===== config.mk =====
export PLATFORM = sky130hd
export DESIGN_NAME = fp_issue_scoreboard
export DESIGN_NICKNAME = d
export VERILOG_FILES = /design/src/rtl/fp_sb_pkg.sv /design/src/rtl/fp_sb_timing.sv /design/src/rtl/fp_sb_busy_timer.sv /design/src/rtl/fp_sb_reg_track.sv /design/src/rtl/fp_issue_scoreboard.sv
export SDC_FILE = /design/constraint.sdc
export NUM_CORES = 1
export LEC_CHECK = 0
export BUFFER_PORTS_ARGS = -buffer_cell sky130_fd_sc_hd__buf_4
export CELL_PAD_IN_SITES_DETAIL_PLACEMENT = 1
export CELL_PAD_IN_SITES_GLOBAL_PLACEMENT = 1
export CORE_MARGIN = 2
export CORE_UTILIZATION = 35
export CTS_CLUSTER_DIAMETER = 50
export DETAILED_ROUTE_END_ITERATION = 16
export PLACE_DENSITY_LB_ADDON = 0.25
export SYNTH_ARGS = -nofsm -noshare
export SYNTH_HDL_FRONTEND = slang
export SYNTH_SLANG_ARGS = --single-unit

===== constraint.sdc =====
create_clock -name clk -period 7.4 [get_ports clk]
set_input_delay 1.48 -clock clk [delete_from_list [all_inputs] [get_ports clk]]
set_output_delay 1.48 -clock clk [all_outputs]
set_load 0.005 [all_outputs]

===== src/rtl/fp_sb_pkg.sv =====
`timescale 1ns/1ps
package fp_sb_pkg;

    localparam int CNT_W = 7;
    typedef logic [CNT_W-1:0] cnt_t;

    typedef enum logic [2:0] {
        OP_ADD   = 3'd0,
        OP_MUL   = 3'd1,
        OP_MADD  = 3'd2,
        OP_DIV   = 3'd3,
        OP_RECIP = 3'd4,
        OP_SQRT  = 3'd5,
        OP_RSQRT = 3'd6,
        OP_ALT   = 3'd7
    } fp_op_e;

    typedef enum logic {
        UNIT_PIPE = 1'b0,
        UNIT_ITER = 1'b1
    } fp_unit_e;

    localparam int NUM_UNITS = 2;

    typedef struct packed {
        fp_unit_e unit;
        cnt_t     lat;
        cnt_t     occ;
    } op_timing_t;

    typedef struct packed {
        logic raw;
        logic waw;
        logic busy;
    } hazard_t;

    localparam cnt_t PIPE_LAT      = cnt_t'(4);
    localparam cnt_t PIPE_OCC      = cnt_t'(1);
    localparam cnt_t DMUL_LAT      = cnt_t'(5);
    localparam cnt_t DMUL_OCC      = cnt_t'(2);
    localparam cnt_t S_DIV_LAT     = cnt_t'(21);
    localparam cnt_t S_DIV_OCC     = cnt_t'(19);
    localparam cnt_t S_RSQ_LAT     = cnt_t'(38);
    localparam cnt_t S_RSQ_OCC     = cnt_t'(36);
    localparam cnt_t D_DIV_LAT     = cnt_t'(36);
    localparam cnt_t D_DIV_OCC     = cnt_t'(34);
    localparam cnt_t D_RSQ_LAT     = cnt_t'(68);
    localparam cnt_t D_RSQ_OCC     = cnt_t'(66);

    function automatic logic op_is_iterative(logic [2:0] code);
        return (code >= 3'd3) && (code <= 3'd6);
    endfunction

    function automatic op_timing_t lookup_timing(fp_op_e op, logic dbl);
        op_timing_t t;
        case (op)
            OP_MUL, OP_MADD: begin
                t.unit = UNIT_PIPE;
                t.lat  = dbl ? DMUL_LAT : PIPE_LAT;
                t.occ  = dbl ? DMUL_OCC : PIPE_OCC;
            end
            OP_DIV, OP_RECIP, OP_SQRT: begin
                t.unit = UNIT_ITER;
                t.lat  = dbl ? D_DIV_LAT : S_DIV_LAT;
                t.occ  = dbl ? D_DIV_OCC : S_DIV_OCC;
            end
            OP_RSQRT: begin
                t.unit = UNIT_ITER;
                t.lat  = dbl ? D_RSQ_LAT : S_RSQ_LAT;
                t.occ  = dbl ? D_RSQ_OCC : S_RSQ_OCC;
            end
            default: begin
                t.unit = UNIT_PIPE;
                t.lat  = PIPE_LAT;
                t.occ  = PIPE_OCC;
            end
        endcase
        return t;
    endfunction

endpackage


===== src/rtl/fp_sb_timing.sv =====
`timescale 1ns/1ps
module fp_sb_timing
    import fp_sb_pkg::*;
(
    input  logic [2:0]  op_code,
    input  logic        dbl,
    output op_timing_t  timing
);

    always_comb begin
        timing = lookup_timing(fp_op_e'(op_code), dbl);
    end

endmodule


===== src/rtl/fp_sb_busy_timer.sv =====
`timescale 1ns/1ps
module fp_sb_busy_timer
    import fp_sb_pkg::*;
(
    input  logic clk,
    input  logic rst,
    input  logic flush,
    input  logic load,
    input  cnt_t load_val,
    output logic busy
);

    cnt_t remain_q;

    always_ff @(posedge clk) begin
        if (rst || flush) begin
            remain_q <= '0;
        end else if (load) begin
            remain_q <= load_val;
        end else if (remain_q != '0) begin
            remain_q <= remain_q - cnt_t'(1);
        end
    end

    assign busy = (remain_q != '0);

endmodule


===== src/rtl/fp_sb_reg_track.sv =====
`timescale 1ns/1ps
module fp_sb_reg_track
    import fp_sb_pkg::*;
#(
    parameter  int NUM_REGS = 32,
    localparam int REG_W    = $clog2(NUM_REGS)
) (
    input  logic             clk,
    input  logic             rst,
    input  logic             flush,
    input  logic             wr_en,
    input  logic [REG_W-1:0] wr_idx,
    input  cnt_t             wr_val,
    input  logic [REG_W-1:0] rd_a_idx,
    input  logic [REG_W-1:0] rd_b_idx,
    input  logic [REG_W-1:0] dst_idx,
    output logic             pend_a,
    output logic             pend_b,
    output cnt_t             dst_remain
);

    cnt_t ready_q [NUM_REGS];

    for (genvar g = 0; g < NUM_REGS; g++) begin : g_reg
        always_ff @(posedge clk) begin
            if (rst || flush) begin
                ready_q[g] <= '0;
            end else if (wr_en && (wr_idx == REG_W'(g))) begin
                ready_q[g] <= wr_val;
            end else if (ready_q[g] != '0) begin
                ready_q[g] <= ready_q[g] - cnt_t'(1);
            end
        end
    end

    assign pend_a     = (ready_q[rd_a_idx] != '0);
    assign pend_b     = (ready_q[rd_b_idx] != '0);
    assign dst_remain = ready_q[dst_idx];

endmodule


===== src/rtl/fp_issue_scoreboard.sv =====
`timescale 1ns/1ps
module fp_issue_scoreboard
    import fp_sb_pkg::*;
#(
    parameter  int NUM_REGS = 32,
    localparam int REG_W    = $clog2(NUM_REGS)
) (
    input  logic             clk,
    input  logic             rst,
    input  logic             flush,
    input  logic             req_valid,
    input  logic [2:0]       req_op,
    input  logic             req_dbl,
    input  logic [REG_W-1:0] req_dst,
    input  logic [REG_W-1:0] req_src_a,
    input  logic [REG_W-1:0] req_src_b,
    output logic             issue_grant,
    output logic             issue_stall
);

    op_timing_t           tm;
    hazard_t              hz;
    logic                 pend_a;
    logic                 pend_b;
    cnt_t                 dst_remain;
    logic [NUM_UNITS-1:0] unit_busy;

    fp_sb_timing u_timing (
        .op_code (req_op),
        .dbl     (req_dbl),
        .timing  (tm)
    );

    fp_sb_reg_track #(.NUM_REGS(NUM_REGS)) u_regs (
        .clk        (clk),
        .rst        (rst),
        .flush      (flush),
        .wr_en      (issue_grant),
        .wr_idx     (req_dst),
        .wr_val     (tm.lat - cnt_t'(1)),
        .rd_a_idx   (req_src_a),
        .rd_b_idx   (req_src_b),
        .dst_idx    (req_dst),
        .pend_a     (pend_a),
        .pend_b     (pend_b),
        .dst_remain (dst_remain)
    );

    for (genvar u = 0; u < NUM_UNITS; u++) begin : g_unit
        fp_sb_busy_timer u_timer (
            .clk      (clk),
            .rst      (rst),
            .flush    (flush),
            .load     (issue_grant && (tm.unit == fp_unit_e'(u))),
            .load_val (tm.occ - cnt_t'(1)),
            .busy     (unit_busy[u])
        );
    end

    always_comb begin
        hz.raw  = pend_a || pend_b;
        hz.waw  = (tm.lat <= dst_remain);
        hz.busy = unit_busy[tm.unit];
    end

    assign issue_grant = req_valid && !flush && !(hz.raw || hz.waw || hz.busy);
    assign issue_stall = req_valid && !issue_grant;

endmodule


Yosys cells after proc, flatten, opt, wreduce, memory -nomap -nowiden --
Memory sizes are Yosys's and may differ from the RTL's. Index checks and enable logic that the tools add are counted.
Operators by class: multiplexer cells 303, reduce and logical (&&, ||, !) cells 85, $add $sub $neg 36, bitwise gates (word level) 65, equality and inequality tests 37, $lt $le $gt $ge 2
Operator list (count):
- 7-bit two-way mux | 70
- 7-bit nonzero test | 36
- 7-bit by 1-bit subtractor with 7-bit output (second input constant) | 36
- 1-bit two-way mux | 229
- 5-bit == test (second input constant) | 16
- 1-bit bitwise OR | 64
- 15-bit one-hot mux with 3 select lines | 1
- 5-bit by 4-bit == test with 1-bit output (second input constant) | 8
- 1-bit logical AND | 37
- 5-bit by 3-bit == test with 1-bit output (second input constant) | 4
- 6-bit two-way mux | 2
- 5-bit by 2-bit == test with 1-bit output (second input constant) | 2
- 3-bit == test (second input constant) | 3
- 7-bit <= comparator | 1
- 3-bit by 2-bit == test with 1-bit output (second input constant) | 2
- 5-bit by 1-bit == test with 1-bit output (second input constant) | 1
- 5-bit logical NOT | 1
- 1-bit logical OR | 4
- 2-bit nonzero test | 2
- 3-bit by 1-bit == test with 1-bit output (second input constant) | 1
- 1-bit logical NOT | 3
- 3-bit OR reduction | 1
- 1-bit by 2-bit less-than comparator with 1-bit output (second input constant) | 1
- 2-bit two-way mux | 1
- other kinds (2) | 2
Storage, ports and cells: bits in writable memories 224, memories kept 1, register bits 14, output and inout port bits 2
Memory list:
- u_regs.ready_q | words 32, bits a word 7, read ports 35, clocked after Yosys merged registers in 0, wr ports 32, RTL line fp_sb_reg_track.sv:22 | cnt_t ready_q [NUM_REGS];

Depth between registers and ports, before layout --
Gate-level depths: netlist of run 1.
depth in word-level cells 14, gate-level depth with buffers 20, depth with buffers taken out 15

Cells and area by module --
A second synthesis of run 1 with hierarchy kept.
Second synthesis, totals: cells, all modules 1950, area total of the unflattened synthesis 18361.4 µm²
Modules (own cells, without submodules):
- fp_sb_reg_track | times used 1, cells an instance 1754, sequential area each 6726.5 µm², area each 16838.6 µm²
- fp_sb_busy_timer | times used 2, cells an instance 49, sequential area each 140.1 µm², area each 409.1 µm²
- fp_issue_scoreboard | times used 1, cells an instance 61, sequential area each 0.0 µm², area each 446.7 µm²
- fp_sb_timing | times used 1, cells an instance 37, sequential area each 0.0 µm², area each 257.7 µm²

Worst setup path before layout of run 1 --
OpenSTA, ideal clock, no wires.
path type in2out, from input port req_dst[0], to output port issue_stall, slack 0.372 ns, buffers on the path 6, cell stages on the path 19, data arrival time 5.548 ns, required time 5.920 ns, path through buf_6 -> buf_12 -> buf_1 -> mux4_2 -> mux4_2 -> mux2i_1 -> ha_1 -> nand4_1 -> a31oi_1 -> and3_1 -> a31oi_1 -> mux2i_1 -> a21bo_1 -> buf_4 -> buf_6 -> buf_2 -> or2_2 -> inv_1 -> nor2_1
On the way: cells in the longest elaborated chain, start to end 8
Ends and longest elaborated chain:
- start: declaration | RTL line fp_issue_scoreboard.sv:14 | input logic [REG_W-1:0] req_dst,
- memory 32 x 7 bit
- 7-bit <= comparator | RTL line fp_issue_scoreboard.sv:62 | hz.waw = (tm.lat <= dst_remain);
- 1-bit logical OR (2 in a row) | RTL line fp_issue_scoreboard.sv:66 | assign issue_grant = req_valid && !flush && !(hz.raw || hz.waw || hz.busy);
- 1-bit logical NOT | RTL line fp_issue_scoreboard.sv:66
- 1-bit logical AND | RTL line fp_issue_scoreboard.sv:66
- named net issue_grant | RTL line fp_issue_scoreboard.sv:17 | output logic issue_grant,
- 1-bit logical NOT | RTL line fp_issue_scoreboard.sv:67 | assign issue_stall = req_valid && !issue_grant;
- 1-bit logical AND | RTL line fp_issue_scoreboard.sv:67
- end: declaration | RTL line fp_issue_scoreboard.sv:18 | output logic issue_stall
The timed path passes the listed nets, and every way through them passes these cells.

Worst setup path after layout of run 1 --
from input port req_dst[0], to output port issue_stall
On the way: cells in the longest elaborated chain, start to end 8
Ends and longest elaborated chain (RTL line):
- memory 32 x 7 bit
- 7-bit <= comparator | fp_issue_scoreboard.sv:62
- 1-bit logical OR (2 in a row) | fp_issue_scoreboard.sv:66
- 1-bit logical NOT | fp_issue_scoreboard.sv:66
- 1-bit logical AND | fp_issue_scoreboard.sv:66
- 1-bit logical NOT | fp_issue_scoreboard.sv:67
- 1-bit logical AND | fp_issue_scoreboard.sv:67
No other way between the ends.

==> metrics.txt, run 1 <==
layout cell share with drive strength beyond 1=0.1453; total global routing track utilization=0.2498; number of stages on the worst setup path=15; part of the Yosys area used for sequential elements=0.3488; Total Neg Setup Slack=0 ns; Starting DRT DRC Count=1,483; CP delay by family, top=multiplexers; total clock sinks=238; Crit path arrival time=5.39 ns; remaining max-slew budget at the tightest pin=0.1816; clock latency of the later-clocked register in the worst-skew pair=0.56 ns; Most used DFF post-synth=edfxtp_1; Max-cap violations=0; Gates resized, CTS repair=0; clock slew at reported path FFs=0.05 ns; most common cell after layout, fill and taps aside=nand2_1; Synth warnings=0; first drt pass iteration count=5; final setup violation count=0; maximum fanout along the worst path=22; Max Clock Freq=145.5 MHz; type of the worst setup path=input pin to primary output; number of global-route vias before repair=16.91k; Yosys reg bits=238; setup slack of the worst register-to-register path=2.03 ns; Total Routed Length=74,270 microns; largest net degree at the start of global routing=60; Setup crit start=req_dst[0]; Syn Nets=2,030; switching power of the nets=4.665 mW; most prevalent standard cell on the critical path=buf_4; Die W=243.6 microns; pins over their slew limit=0; Inserted Clock Buffers=38; type of destination of the critical path=primary output; proportion of register bits with asynchronous set or reset after synthesis=0; chain of cells forming the critical path=buf_4 -> buf_12 -> buf_4 -> mux4_2 -> mux4_2 -> mux2_2 -> ha_1 -> nor2b_1 -> nor3b_1 -> a2111o_1 -> a211o_4 -> or2_2 -> inv_1 -> nor2_1 -> buf_4; number of H-tree levels=2; final count of hold timing violations=0; count of vias placed by the detailed router=16.54k; initial antenna violation count=3; share of Yosys cell area claimed by the top area cell type=0.3348; number of flops mapped to enable cells by yosys=224; Layout Area Growth over Synthesis=10.71%; number of standard cells after synthesis=1,934; unique cell type count in the Yosys netlist=78; min-delay worst type=flip-flop to flip-flop; gp weighted congestion=0.9314; Initial Util=0.3549; largest stage delay on the critical path=0.51 ns; P_leak=8.172 nW; number of top-level pins=25; cell at the root of the clock tree=clkbuf_16; Yosys top cell by area=edfxtp_1; RSZ-0062 raised after global routing=no; die outline height=243.6 microns; wire length of the first global-routing pass=112,100 microns; R2R Path End=u_regs.ready_q[31][5]$_DFFE_PP_; number of standard cells in the final layout excluding fillers=2,712; final period demand of the worst path=6.871 ns; portion of total power attributed to sequential cells=0.339; number of nets in the layout=2,021; run status=finished, final reports clean; top area cells in the synthesized netlist=edfxtp_1 33%, mux4_2 8.5%, mux2i_1 8.4%; detailed-placement wirelength estimate=54,370 microns; sum of buffers and inverters on the critical path=5; Setup Buffers After CTS=0; post-cts hold buffer count=0; critical path capture point=issue_stall; slowest stage cell, crit path=mux4_2; Core Region=56,600 sq um; commonest non-fill, non-tap cells in the layout=252 x nand2_1, 224 x edfxtp_1, 169 x mux2i_1; length in cells of the worst reg-to-reg path=13; area of the mapped netlist=20,090 sq um; combinational share of power=0.481; Via-to-Cell Ratio=6.100; internal power consumption=5.771 mW; total power divided by cell area=469.2 nW/um^2; instance count after placement with tap cells included=2,641; remaining global-route overflow=0; post-detailed-route DRC marker count=0; number of standard-cell rows in the floorplan=87; I/O Buffers=24; clock power share=0.180; kind of start point of the critical path=input pin; die area=59,330 sq um; drt wl/cell=27.39 microns; Mapped Avg Cell Area=10.39 sq um; buffers from clock root to sink, at most=3; required time of the worst setup path=5.92 ns; final cycle utilization of the critical path=0.9286; Final ANT Viol Nets=0; net switching fraction of the power=0.4470; worst-margin pin slew=1.225 ns; Worst IR Drop VDD=0.1759 mV; Reg2Reg Launch Point=u_regs.ready_q[31][5]$_DFFE_PP_; CTS tree=yes; maximum clock skew at final layout=0.01430 ns
## cell families after synthesis
| family | Yosys count | share of synthesized area |
|---|---|---|
| AO/OA/AOI/OAI | 149 | 0.05444 |
| adder cells (fa/ha/maj) | 74 | 0.04597 |
| AND/OR/NAND/NOR | 832 | 0.2288 |
| buffers and inverters | 180 | 0.04111 |
| XOR/XNOR | 160 | 0.06976 |
| multiplexers | 301 | 0.2111 |
| flip-flops | 238 | 0.3488 |
## routing by layer
metal,up-vias,track usage,part of all wire
met5,-,0,0
met2,696,0.3824,0.44
met3,156,0.04076,0.077
met1,8466,0.3531,0.44
li1,7225,-,-
met4,0,0.09577,0.039
## cell type report
type	instances	area [sq um]
Multi-Input combinational cell	1516	12290
Inverter	84	315.3
Timing Repair Buffer	47	377.9
Clock buffer	46	1002
Fill cell	6285	34360
Sequential cell	238	7007
Tap cell	756	945.9
Antenna cell	2	5.005
Clock inverter	23	297.8
## power groups by stage
stage                     clock (mW)  combinational (mW)  sequential [mW]
after floorplan                    0                3.96             2.85
after CTS                       1.91                5.00             3.48
final                           1.88                5.02             3.54
after global placement             0                4.81             3.49
after detailed placement           0                4.94             3.49
after global routing            1.96                5.57             3.59
## worst min-delay path by stage
stage,from,to,slack (ns),depth (start not counted)
6_report,g_unit[1].u_timer.remain_q[6]$_SDFFE_PP0P_,g_unit[1].u_timer.remain_q[6]$_SDFFE_PP0P_,0.46,2
3_3_place_gp,g_unit[1].u_timer.remain_q[6]$_SDFFE_PP0P_,g_unit[1].u_timer.remain_q[6]$_SDFFE_PP0P_,0.44,2
4_1_cts,g_unit[1].u_timer.remain_q[6]$_SDFFE_PP0P_,g_unit[1].u_timer.remain_q[6]$_SDFFE_PP0P_,0.46,2
5_1_grt,g_unit[1].u_timer.remain_q[6]$_SDFFE_PP0P_,g_unit[1].u_timer.remain_q[6]$_SDFFE_PP0P_,0.50,2
3_5_place_dp,g_unit[1].u_timer.remain_q[6]$_SDFFE_PP0P_,g_unit[1].u_timer.remain_q[6]$_SDFFE_PP0P_,0.45,2
2_1_floorplan,g_unit[1].u_timer.remain_q[6]$_SDFFE_PP0P_,g_unit[1].u_timer.remain_q[6]$_SDFFE_PP0P_,0.43,2
## through the flow
step                total power [mW]  setup WS (ns)    util  hold slack, ns  instance area, sq um
CTS                            10.38         0.5486  0.3928          0.4597                 22240
global route                   11.12         0.3955  0.3929          0.5034                 22240
finish                         10.44         0.5286  0.3929          0.4617                 22240
floorplan                      6.805         0.3721       -          0.4323                 20090
global placement               8.295         0.6124  0.3699          0.4439                 20940
detailed placement             8.431         0.5534  0.3699          0.4516                 20940
## synth_stat cells (15+ instances only)
cell      instances
a211oi_1         17
xor2_1           53
mux4_2           76
nor4_4           32
clkbuf_1         53
nor3_1          110
ha_1             73
xnor2_1         107
nand2b_1         18
mux2i_1         169
nor2_1          161
mux2_4           39
a21oi_1          22
nand3b_1         39
nand2_1         255
or3_1            40
inv_1            82
and2_1           22
nor4_1           54
nor4b_1          15
edfxtp_1        224
nand3_1          32
a31oi_1          17
buf_2            20
## registers in the layout, indices dropped and copies added (netlist names)
name	flops
g_unit.u_timer.remain_q	14
u_regs.ready_q	224
## worst register-to-register path, cell delays in order (launching register included)
cell	delay (ns)
edfxtp_1	0.56
mux4_2	0.54
mux4_2	0.50
mux2i_1	0.17
ha_1	0.29
a21o_1	0.19
a21oi_1	0.21
nor3b_1	0.37
a2111o_1	0.27
a211o_4	0.12
buf_4	0.40
buf_4	0.70
nor4_4	0.23
or3_1	0.54
Note: power is estimated with default switching activity, not from simulation.
==> run 2: changes to the inputs <==
- ABC_AREA: not set -> 1
==> metrics.txt, run 2 <==
run status=finished, final reports clean (unchanged); number of stages on the worst setup path=16 (was 15); kind of start point of the critical path=input pin (unchanged); most prevalent standard cell on the critical path=nor2_1 (was buf_4); final period demand of the worst path=6.545 ns (was 6.871 ns); Max Clock Freq=152.8 MHz (was 145.5 MHz); count leader, synth=nand2_1 (unchanged); Yosys top cell by area=edfxtp_1 (unchanged); CTS tree=yes (unchanged); largest registers=u_regs.ready_q (224), g_unit.u_timer.remain_q (14) (unchanged); Placement Setup Slack=1.041 ns (was 0.5534 ns); maximum clock skew at final layout=0.02972 ns (was 0.01430 ns); Setup Buffers After CTS=0 (unchanged); largest net degree at the start of global routing=178 (was 60); final setup violation count=0 (unchanged); total power divided by cell area=285.2 nW/um^2 (was 469.2 nW/um^2); chain of cells forming the critical path=buf_4 -> inv_4 -> nand2_4 -> o22ai_1 -> o21ai_0 -> nand4_1 -> a21oi_1 -> ha_1 -> and3_1 -> nand3_1 -> nor2_1 -> nor2_1 -> nand2_2 -> nor2_8 -> nor2_1 -> buf_4 (was buf_4 -> buf_12 -> buf_4 -> mux4_2 -> mux4_2 -> mux2_2 -> ha_1 -> nor2b_1 -> nor3b_1 -> a2111o_1 -> a211o_4 -> or2_2 -> inv_1 -> nor2_1 -> buf_4); die area=61,100 sq um (was 59,330 sq um); area of the mapped netlist=20,700 sq um (was 20,090 sq um); post-cts hold buffer count=0 (unchanged); Max-cap violations=0 (unchanged); number of H-tree levels=2 (unchanged); number of flops mapped to enable cells by yosys=224 (unchanged); type of the worst setup path=input pin to primary output (unchanged); multi-input combinational cell area=12,000 sq um (was 12,290 sq um); area occupied by registers=7007 sq um (unchanged); post-detailed-route DRC marker count=0 (unchanged); length in cells of the worst reg-to-reg path=16 (was 13); number of global-route vias before repair=21.35k (was 16.91k); die outline height=247.2 microns (was 243.6 microns); Fill cells=7,374 (was 6,285); detailed-placement wirelength estimate=61,350 microns (was 54,370 microns); top area cells in the synthesized netlist=edfxtp_1 32%, nand2_1 16%, nand4_1 6.5% (was edfxtp_1 33%, mux4_2 8.5%, mux2i_1 8.4%); setup slack of the worst register-to-register path=2.97 ns (was 2.03 ns); critical path capture point=issue_stall (unchanged); Worst IR Drop VDD=0.2749 mV (was 0.1759 mV); Gates resized, CTS repair=0 (unchanged); final count of hold timing violations=0 (unchanged); Total Routed Length=85,630 microns (was 74,270 microns); slowest stage cell, crit path=nand2_4 (was mux4_2); min-delay worst type=flip-flop to flip-flop (unchanged); placement-stage cell area=21,370 sq um (was 20,940 sq um); sum of buffers and inverters on the critical path=3 (was 5); Reg2Reg Launch Point=u_regs.ready_q[11][6]$_DFFE_PP_ (was u_regs.ready_q[31][5]$_DFFE_PP_); buffers from clock root to sink, at most=3 (unchanged); part of the Yosys area used for sequential elements=0.3385 (was 0.3488); Most used DFF post-synth=edfxtp_1 (unchanged); total clock sinks=238 (unchanged); unique cell type count in the Yosys netlist=45 (was 78); most common cell after layout, fill and taps aside=nand2_1 (unchanged); maximum fanout along the worst path=46 (was 22); register with the highest flop count=u_regs.ready_q (unchanged); Layout Area Growth over Synthesis=9.907% (was 10.71%); wire length of the first global-routing pass=131,100 microns (was 112,100 microns); commonest non-fill, non-tap cells in the layout=890 x nand2_1, 265 x inv_1, 256 x nand3_1 (was 252 x nand2_1, 224 x edfxtp_1, 169 x mux2i_1); type of destination of the critical path=primary output (unchanged); RSZ-0062 raised after global routing=no (unchanged); ant diodes=0 (was 2); final standard cell utilization of the core=0.3869 (was 0.3929); count of vias placed by the detailed router=21.04k (was 16.54k); required time of the worst setup path=5.92 ns (about the same); final instance area=22,750 sq um (was 22,240 sq um); largest stage delay on the critical path=0.52 ns (was 0.51 ns); Yosys reg bits=238 (unchanged); clock latency of the later-clocked register in the worst-skew pair=0.57 ns (was 0.56 ns); Starting DRT DRC Count=1,887 (was 1,483); number of top-level pins=25 (unchanged); Die W=247.2 microns (was 243.6 microns); total global routing track utilization=0.2810 (was 0.2498); Synth warnings=0 (unchanged); Setup crit start=req_dst[0] (unchanged); P_leak=9.936 nW (was 8.172 nW); layout cell share with drive strength beyond 1=0.07158 (was 0.1453); CP delay by family, top=simple AND/OR/NAND/NOR gates (was multiplexers); share of Yosys cell area claimed by the top area cell type=0.3250 (was 0.3348); flip-flop count of the largest register, all copies and words added=224 (unchanged); number of standard-cell rows in the floorplan=89 (was 87); first drt pass iteration count=5 (unchanged); number of nets in the layout=2,913 (was 2,021); fin worst setup slack=0.8552 ns (was 0.5286 ns); Syn Nets=2,959 (was 2,030); pins over their slew limit=0 (unchanged); drt wl/cell=23.64 microns (was 27.39 microns); clock slew at reported path FFs=0.05 ns (about the same); gp weighted congestion=0.9125 (was 0.9314); proportion of register bits with asynchronous set or reset after synthesis=0 (unchanged); number of standard cells after synthesis=2,863 (was 1,934); Mapped Avg Cell Area=7.230 sq um (was 10.39 sq um); Via-to-Cell Ratio=5.807 (was 6.100); R2R Path End=u_regs.ready_q[26][5]$_DFFE_PP_ (was u_regs.ready_q[31][5]$_DFFE_PP_); Initial Util=0.3521 (was 0.3549); remaining max-slew budget at the tightest pin=0.2385 (was 0.1816); worst-margin pin slew=1.141 ns (was 1.225 ns); Inserted Clock Buffers=42 (was 38); final cycle utilization of the critical path=0.8844 (was 0.9286); initial antenna violation count=2 (was 3); I/O Buffers=24 (unchanged); Crit path arrival time=5.06 ns (was 5.39 ns); Final ANT Viol Nets=0 (unchanged); remaining global-route overflow=0 (unchanged); most frequent cells after synthesis=890 x nand2_1, 267 x inv_1, 256 x nand3_1 (was 255 x nand2_1, 224 x edfxtp_1, 169 x mux2i_1); cell at the root of the clock tree=clkbuf_16 (unchanged); Total Neg Setup Slack=0 ns (unchanged); Core Region=58,800 sq um (was 56,600 sq um)
==> run 2: cell types whose count changed after synthesis, sizes merged, moves of 71 or more <==
cell   previous run  this run
xnor2           107        12
nor2            161       253
nor3            110         8
mux2i           169         0
o21ai            17       107
mux4             80         0
nand2           255       899
nand4             8       214
xor2             53       124
nand3            32       288
inv              84       273
==> run 2: area by class of cell <==
| type | count | area share |
|---|---|---|
| Sequential cell | 238 | 0.3080 |
| Clock buffer | 56 | 0.05219 |
| Timing Repair Buffer | 44 | 0.01562 |
| Multi-Input combinational cell | 2216 | 0.5276 |
| Tap cell | 773 | 0.04251 |
| Inverter | 275 | 0.04559 |
| Clock inverter | 21 | 0.008524 |
==> run 2: how the worst min path moves through the flow <==
stage / startpoint / to / slack [ns] / cells after the start
after global routing: g_unit[0].u_timer.remain_q[6]$_SDFFE_PP0P_ / g_unit[0].u_timer.remain_q[6]$_SDFFE_PP0P_ / 0.51 / 2
after detailed placement: g_unit[1].u_timer.remain_q[3]$_SDFFE_PP0P_ / g_unit[1].u_timer.remain_q[3]$_SDFFE_PP0P_ / 0.47 / 1
final: g_unit[0].u_timer.remain_q[6]$_SDFFE_PP0P_ / g_unit[0].u_timer.remain_q[6]$_SDFFE_PP0P_ / 0.47 / 2
after CTS: g_unit[0].u_timer.remain_q[6]$_SDFFE_PP0P_ / g_unit[0].u_timer.remain_q[6]$_SDFFE_PP0P_ / 0.48 / 2
after floorplan: g_unit[0].u_timer.remain_q[6]$_SDFFE_PP0P_ / g_unit[0].u_timer.remain_q[6]$_SDFFE_PP0P_ / 0.43 / 2
after global placement: g_unit[0].u_timer.remain_q[6]$_SDFFE_PP0P_ / g_unit[0].u_timer.remain_q[6]$_SDFFE_PP0P_ / 0.44 / 2
==> run 2: worst min-delay path, stage by stage, from the launching register on <==
cell	delay (ns)
dfxtp_1	0.31
nand3_1	0.08
inv_1	0.03
==> run 2: routing by layer <==
metal	up-vias	part of all wire	wire length, microns	GRT usage
met4	4	0.040	3462	0.1064
met1	10360	0.44	37640	0.3824
met5	-	0.00026	22	0
li1	9698	-	-	-
met2	785	0.45	38460	0.4470
met3	195	0.071	6047	0.04461
==> run 2: power breakdown <==
group / internal, mW / switching (mW) / total, mW
clock network: 1.20 / 0.717 / 1.92
logic: 0.775 / 1.62 / 2.40
registers: 1.81 / 0.363 / 2.17
==> run 2: metrics by stage <==
stage	hold slack [ns]	total power [mW]	instances
finish	0.4679	6.489	3623
detailed placement	0.4690	4.521	3546
global placement	0.4423	4.449	3546
CTS	0.4766	6.483	3623
global route	0.5070	6.896	3623
floorplan	0.4338	3.730	2863
==> run 2: kinds of logic (layout without fill, tap and decap cells) <==
| logic type | Yosys count | count (layout) | synth area share |
|---|---|---|---|
| flip-flops | 238 | 238 | 0.3385 |
| XOR/XNOR | 136 | 136 | 0.05754 |
| AO/OA/AOI/OAI | 316 | 316 | 0.09115 |
| buffers and inverters | 409 | 396 | 0.08378 |
| adder cells (fa/ha/maj) | 73 | 73 | 0.04412 |
| AND/OR/NAND/NOR | 1691 | 1691 | 0.3849 |
